[src/rtl/spim_pkg.sv]
package spim_pkg;

  typedef enum logic [1:0] {
    ST_IDLE = 2'd0,
    ST_XFER = 2'd1,
    ST_TAIL = 2'd2
  } spim_state_e;

  typedef struct packed {
    logic cpha;
    logic three_wire;
    logic rx_dir;
  } spim_cfg_t;

endpackage

[src/rtl/spim_divider.sv]
module spim_divider #(
  parameter int DIV_W = 8
) (
  input  logic             clk,
  input  logic             rst,
  input  logic             run,
  input  logic [DIV_W-1:0] half_div,
  output logic             tick
);

  logic [DIV_W-1:0] cnt_q;

  assign tick = run && (cnt_q == half_div);

  always_ff @(posedge clk) begin
    if (rst)
      cnt_q <= '0;
    else if (!run || tick)
      cnt_q <= '0;
    else
      cnt_q <= cnt_q + 1'b1;
  end


  div_bound_chk: assert property (@(posedge clk) disable iff (rst)
    run |-> (cnt_q <= half_div));

endmodule

[src/rtl/spim_datapath.sv]
module spim_datapath #(
  parameter int MAX_W = 32,
  parameter int LEN_W = 6
) (
  input  logic             clk,
  input  logic             rst,
  input  logic             load,
  input  logic [MAX_W-1:0] ld_word,
  input  logic [LEN_W-1:0] ld_len,
  input  logic             ld_lsb,
  input  logic             ld_cpha,
  input  logic             ld_oe,
  input  logic             ld_rx_en,
  input  logic             drive_en,
  input  logic [LEN_W-1:0] drive_idx,
  input  logic             sample_en,
  input  logic [LEN_W-1:0] sample_idx,
  input  logic             sdi,
  input  logic             finish,
  output logic             sdo,
  output logic             sdo_oe,
  output logic [MAX_W-1:0] rx_word
);

  localparam int IDX_W = (MAX_W > 1) ? $clog2(MAX_W) : 1;

  logic [MAX_W-1:0] tx_q;
  logic [MAX_W-1:0] rx_q;
  logic [LEN_W-1:0] len_q;
  logic             lsb_q;
  logic             rx_en_q;

  function automatic logic [IDX_W-1:0] map_pos(input logic [LEN_W-1:0] seq,
                                               input logic [LEN_W-1:0] n,
                                               input logic             lsb);
    logic [LEN_W-1:0] p;
    p = lsb ? seq : (n - seq - LEN_W'(1));
    return IDX_W'(p);
  endfunction

  always_ff @(posedge clk) begin
    if (rst) begin
      tx_q    <= '0;
      rx_q    <= '0;
      len_q   <= '0;
      lsb_q   <= 1'b0;
      rx_en_q <= 1'b0;
      sdo     <= 1'b0;
      sdo_oe  <= 1'b0;
      rx_word <= '0;
    end else if (load) begin
      tx_q    <= ld_word;
      rx_q    <= '0;
      len_q   <= ld_len;
      lsb_q   <= ld_lsb;
      rx_en_q <= ld_rx_en;
      sdo_oe  <= ld_oe;
      sdo     <= ld_oe && !ld_cpha && ld_word[map_pos('0, ld_len, ld_lsb)];
    end else begin
      if (drive_en && sdo_oe)
        sdo <= tx_q[map_pos(drive_idx, len_q, lsb_q)];
      if (sample_en && rx_en_q)
        rx_q[map_pos(sample_idx, len_q, lsb_q)] <= sdi;
      if (finish) begin
        rx_word <= rx_q;
        sdo     <= 1'b0;
        sdo_oe  <= 1'b0;
      end
    end
  end


  sdo_quiet_chk: assert property (@(posedge clk) disable iff (rst)
    !sdo_oe |-> !sdo);

endmodule

[src/rtl/spim_master.sv]
module spim_master
  import spim_pkg::*;
#(
  parameter int MAX_W  = 32,
  parameter int NUM_CS = 4,
  parameter int DIV_W  = 8,
  parameter int LEN_W  = $clog2(MAX_W + 1),
  parameter int SEL_W  = (NUM_CS > 1) ? $clog2(NUM_CS) : 1
) (
  input  logic              clk,
  input  logic              rst,
  input  logic              start,
  input  logic [MAX_W-1:0]  tx_word,
  input  logic [LEN_W-1:0]  word_len,
  input  logic [1:0]        mode,
  input  logic              lsb_first,
  input  logic              three_wire,
  input  logic              rx_dir,
  input  logic [SEL_W-1:0]  cs_sel,
  input  logic [DIV_W-1:0]  clk_div,
  input  logic              sdi,
  output logic              sck,
  output logic              sdo,
  output logic              sdo_oe,
  output logic [NUM_CS-1:0] cs_n,
  output logic [MAX_W-1:0]  rx_word,
  output logic              done,
  output logic              busy
);

  spim_state_e      state_q;
  spim_cfg_t        cfg_q;
  logic [LEN_W-1:0] len_q;
  logic [DIV_W-1:0] div_q;
  logic [LEN_W:0]   edge_q;

  logic [NUM_CS-1:0] sel_dec;
  logic              accept, run, tick, xfer_tick, finish;
  logic              leading, last_edge;
  logic [LEN_W-1:0]  bit_idx, next_idx, drive_idx;
  logic              drive_en, sample_en;

  for (genvar g = 0; g < NUM_CS; g++) begin : g_sel
    assign sel_dec[g] = (cs_sel == SEL_W'(g));
  end

  assign run       = (state_q != ST_IDLE);
  assign busy      = run;
  assign accept    = start && (state_q == ST_IDLE);
  assign xfer_tick = tick && (state_q == ST_XFER);
  assign finish    = tick && (state_q == ST_TAIL);

  assign leading   = ~edge_q[0];
  assign bit_idx   = edge_q[LEN_W:1];
  assign next_idx  = bit_idx + LEN_W'(1);
  assign last_edge = (edge_q == ({len_q, 1'b0} - (LEN_W+1)'(1)));

  assign drive_en  = xfer_tick &&
                     (cfg_q.cpha ? leading : (!leading && (next_idx < len_q)));
  assign drive_idx = cfg_q.cpha ? bit_idx : next_idx;
  assign sample_en = xfer_tick && (leading ^ cfg_q.cpha);

  spim_divider #(.DIV_W(DIV_W)) u_div (
    .clk      (clk),
    .rst      (rst),
    .run      (run),
    .half_div (div_q),
    .tick     (tick)
  );

  spim_datapath #(.MAX_W(MAX_W), .LEN_W(LEN_W)) u_dp (
    .clk        (clk),
    .rst        (rst),
    .load       (accept),
    .ld_word    (tx_word),
    .ld_len     (word_len),
    .ld_lsb     (lsb_first),
    .ld_cpha    (mode[0]),
    .ld_oe      (!(three_wire && rx_dir)),
    .ld_rx_en   (!three_wire || rx_dir),
    .drive_en   (drive_en),
    .drive_idx  (drive_idx),
    .sample_en  (sample_en),
    .sample_idx (bit_idx),
    .sdi        (sdi),
    .finish     (finish),
    .sdo        (sdo),
    .sdo_oe     (sdo_oe),
    .rx_word    (rx_word)
  );

  always_ff @(posedge clk) begin
    if (rst) begin
      state_q <= ST_IDLE;
      cfg_q   <= '0;
      len_q   <= '0;
      div_q   <= '0;
      edge_q  <= '0;
      sck     <= 1'b0;
      cs_n    <= '1;
      done    <= 1'b0;
    end else begin
      done <= 1'b0;
      case (state_q)
        ST_IDLE: begin
          if (start) begin
            cfg_q   <= '{cpha: mode[0], three_wire: three_wire, rx_dir: rx_dir};
            len_q   <= word_len;
            div_q   <= clk_div;
            edge_q  <= '0;
            sck     <= mode[1];
            cs_n    <= ~sel_dec;
            state_q <= ST_XFER;
          end
        end
        ST_XFER: begin
          if (tick) begin
            sck    <= ~sck;
            edge_q <= edge_q + 1'b1;
            if (last_edge)
              state_q <= ST_TAIL;
          end
        end
        ST_TAIL: begin
          if (tick) begin
            cs_n    <= '1;
            done    <= 1'b1;
            state_q <= ST_IDLE;
          end
        end
        default: state_q <= ST_IDLE;
      endcase
    end
  end


  cs_onehot_chk: assert property (@(posedge clk) disable iff (rst)
    $onehot0(~cs_n));


  sck_idle_chk: assert property (@(posedge clk) disable iff (rst)
    (&cs_n && $past(&cs_n)) |-> $stable(sck));


  done_pulse_chk: assert property (@(posedge clk) disable iff (rst)
    done |=> !done);


  done_cs_chk: assert property (@(posedge clk) disable iff (rst)
    done |-> (&cs_n && !$past(&cs_n)));


  rx_oe_chk: assert property (@(posedge clk) disable iff (rst)
    (run && cfg_q.three_wire && cfg_q.rx_dir) |-> !sdo_oe);


  start_ignored_chk: assert property (@(posedge clk) disable iff (rst)
    (state_q == ST_XFER && start) |=> $stable(cs_n));

endmodule

[config.mk]
export PLATFORM = sky130hd
export DESIGN_NAME = spim_master
export DESIGN_NICKNAME = d
export VERILOG_FILES = /design/src/rtl/spim_pkg.sv /design/src/rtl/spim_divider.sv /design/src/rtl/spim_datapath.sv /design/src/rtl/spim_master.sv
export SDC_FILE = /design/constraint.sdc
export NUM_CORES = 1
export LEC_CHECK = 0
export ABC_AREA = 1
export CAP_MARGIN = 10
export CORE_MARGIN = 2
export CORE_UTILIZATION = 55
export DETAILED_ROUTE_END_ITERATION = 12
export GPL_TIMING_DRIVEN = 0
export PLACE_DENSITY = 0.84
export SLEW_MARGIN = 20
export SYNTH_ARGS = -nofsm -noshare
export SYNTH_HDL_FRONTEND = slang
export SYNTH_SLANG_ARGS = --single-unit
[constraint.sdc]
create_clock -name clk -period 2.8 [get_ports clk]
set_input_delay 0.56 -clock clk [delete_from_list [all_inputs] [get_ports clk]]
set_output_delay 0.56 -clock clk [all_outputs]
set_load 0.05 [all_outputs]
==> metrics <==
n_diodes 0; DRT iter0 DRCs 769; via/cell ratio 5.52; Int Pwr 3.72 mW; switching share of power 30.5%; via count 7210; P&R area growth vs syn 26.0%; cells taking the most area after synthesis dfxtp_1 39%, nor2_1 11%, nand2_1 9.6%, nand3_1 8.0%, o21ai_0 7.0%; DRT Pass-1 Iters 7; area occupied by registers 0.00277 mm2; Sw Pwr 1.63 mW; worst min path class reg2reg; CP max stage delay 0.61 ns; # rows 41; clock slew at reported path FFs 0.07 ns; maximum clock insertion buffer count 2; initial antenna violation count 0; count leader, synth nor2_1; PD cells 606 mW/mm2; area of the multi-input gates 0.00380 mm2; Routed WL per cell 15.2 um; max-cap viol count 0; Non-Filler Instances 1307; Avg Inst Size Synth 6.96 um2; Yosys top cell area share 39.4%; status finished, final reports clean; Warnings, synthesis 0; worst-path cell chain clkdlybuf4s50_1 > clkinv_2 > ha_1 > nor2_4 > clkinv_2 > a21oi_1 > o21ai_1 > nand3_1 > nand3_1 > nand3_1 > nand2_1 > a21oi_1 > a21oi_1; grt ovf 0; CTS Buf Count 17; Initial Utilization 56.0%; sequential share of the synthesized area 39.4%; IO Port Bufs 96; Netlist cell types 45; sequential share of power 39.0%; synth cell count leaders 208 x nor2_1, 179 x nand2_1, 138 x dfxtp_1, 112 x nand3_1, 98 x o21ai_0; share of cells above drive strength 1 7.84%; Clk Tree Root Cell clkbuf_16; Crit Path Category in2reg; Final ANT Viol Nets 0; H-tree depth 4; Post-synth EDFFs 0; chip width 117 um; Core Util, Final 70.6%; reg2reg end u_dp.sdo$_SDFFE_PP0P_; Combinational Power Share 17.6%; FFs w/ async S/R, synth 0%; CP Capture Type register; gpl congestion 0.954; Tmin final 2.69 ns; Worst EP arrival 3.01 ns; Fillers 1063; residual DRC count 0; hpwl dp 14100 um; RSZ-0062 raised after global routing true; Clock power frac 43.4%; R2R depth 17; commonest register cell after synthesis dfxtp_1; CTS Hold Buffers Added 0; RR Startpoint cfg_q[2]$_SDFFE_PP0P_; layout net count 1200; FF+latch count, synth 138; post-CTS sizing 3; largest net degree at the start of global routing 17; io pins 98; Max rail drop VDD 0.462 mV; Slew Limit Fails 0; clk sink count 138; number of setup buffers added after CTS 0; CP Max Fanout 9; core region area 0.0125 mm2; Post-Place Cells 1275; Tot Pwr 5.35 mW; CTS tree built; relative slew slack 53.7%; first-pass GRT wire length 32000 um; Net Count, Synth 1085; clk_skew 0.0118 ns; Worst-Skew Late Latency 0.43 ns; Total Routed Length 19900 um; Tcrit/Tclk final 96.1%; Hold Path End cs_n[3]$_SDFFE_PP1P_; Leak 3.77 nW; crit path max-delay cell type clkdlybuf4s50_1; startpoint types input port; global router's overall resource usage 30.0%; worst hold stages 2; hold path start cs_n[3]$_SDFFE_PP1P_; r2r setup slk 0.11 ns; Synth Cell Area 0.00701 mm2; final hold violation count 0; Slew @ Worst Pin 0.693 ns; Setup-failing EPs final 0; Req. time, crit path 3.12 ns; die height 117 um; FMAX 371 MHz; vias in the first global route 6743; Syn Inst Count 1007; largest area contributor in the netlist dfxtp_1; full die area 0.0137 mm2
==> power by group through the flow <==
| stage | clock network [mW] | registers (mW) | logic, mW |
|---|---|---|---|
| after floorplan | 0 | 2.14 | 0.599 |
| after global placement | 0 | 2.13 | 0.886 |
| after CTS | 2.32 | 2.09 | 0.913 |
| after detailed placement | 0 | 2.13 | 0.900 |
| final | 2.32 | 2.09 | 0.943 |
| after global routing | 2.42 | 2.09 | 1.04 |
==> placed cells by master (no fill, tap or decap), drive strengths merged, types with 2 or more instances in the layout <==
| master | netlist | layout |
|---|---|---|
| o21ai | 101 | 101 |
| nor3b | 2 | 2 |
| xor2 | 9 | 9 |
| ha | 19 | 19 |
| nand2 | 183 | 183 |
| clkbuf | 25 | 42 |
| clkinv | 3 | 7 |
| dfxtp | 138 | 138 |
| fa | 2 | 2 |
| nand4 | 6 | 6 |
| nand3b | 3 | 3 |
| nand3 | 114 | 114 |
| bufinv | 0 | 2 |
| nor3 | 11 | 11 |
| nor2 | 216 | 216 |
| a21oi | 63 | 63 |
| or2 | 5 | 5 |
| a211oi | 2 | 2 |
| buf | 21 | 21 |
| xnor2 | 12 | 12 |
| clkdlybuf4s50 | 0 | 96 |
| inv | 60 | 67 |
| clkinvlp | 0 | 2 |
| a31oi | 2 | 2 |
| o211ai | 6 | 6 |
==> cell families after synthesis <==
family / share of synthesized area (%)
flops: 39.4
xor+xnor: 2.62
buf+inv: 6.85
fa+ha+maj: 3.96
simple gates: 33.8
compound gates: 13.3
==> worst max-delay path by stage <==
stage	from	to	slack [ns]	cells after the start
floorplan	edge_q[1]$_SDFFE_PP0P_	u_dp.rx_q[10]$_SDFFE_PP0P_	0.42	15
global placement	word_len[0]	u_dp.sdo$_SDFFE_PP0P_	-0.65	13
detailed placement	word_len[0]	u_dp.sdo$_SDFFE_PP0P_	-0.70	13
CTS	edge_q[1]$_SDFFE_PP0P_	u_dp.rx_q[31]$_SDFFE_PP0P_	-0.02	13
global route	cfg_q[2]$_SDFFE_PP0P_	u_dp.sdo$_SDFFE_PP0P_	-0.11	17
finish	word_len[0]	u_dp.sdo$_SDFFE_PP0P_	0.11	13
==> through the flow <==
stage | hold slack [ns] | cell area (um2) | setup TNS [ns] | setup slack [ns]
after floorplan | 0.441 | 7010 | 0 | 0.417
after global placement | 0.458 | 8190 | -0.648 | -0.648
after detailed placement | 0.460 | 8190 | -0.698 | -0.698
after CTS | 0.476 | 8800 | -0.0498 | -0.0227
after global routing | 0.488 | 8830 | -0.684 | -0.111
final | 0.472 | 8830 | 0 | 0.108
==> cell type report <==
cell class | count | area share [%]
Buffer | 46 | 2.76
Clock buffer | 17 | 4.82
Inverter | 63 | 2.72
Multi-Input combinational cell | 760 | 43.0
Tap cell | 172 | 2.44
Sequential cell | 138 | 31.3
Clock inverter | 15 | 2.04
Timing Repair Buffer | 96 | 10.9
==> sequential cells by signal (all words and copies together) (netlist names) <==
register	flops
u_dp.sdo_oe	1
u_dp.rx_q	32
edge_q	7
cfg_q	1
sck	1
u_dp.sdo	1
done	1
u_dp.rx_word	32
cs_n	4
state_q	2
u_dp.tx_q	32
u_dp.rx_en_q	1
div_q	8
u_div.cnt_q	8
len_q	6
u_dp.lsb_q	1
==> worst max-delay path: cells and delay by family <==
kind	cells	cell delay, ns
compound gates	4	0.46
fa+ha+maj	1	0.38
buf+inv	3	1.05
simple gates	5	0.53
==> metal layers <==
| layer | track usage [%] | routed length [um] | vias to the layer above |
|---|---|---|---|
| met1 | 36.4 | 8240 | 3298 |
| met5 | 0 | 0 | - |
| li1 | - | - | 3547 |
| met2 | 50.6 | 9360 | 301 |
| met4 | 14.7 | 821 | 0 |
| met3 | 6.39 | 1450 | 64 |
Power figures use the tool's default switching activity.
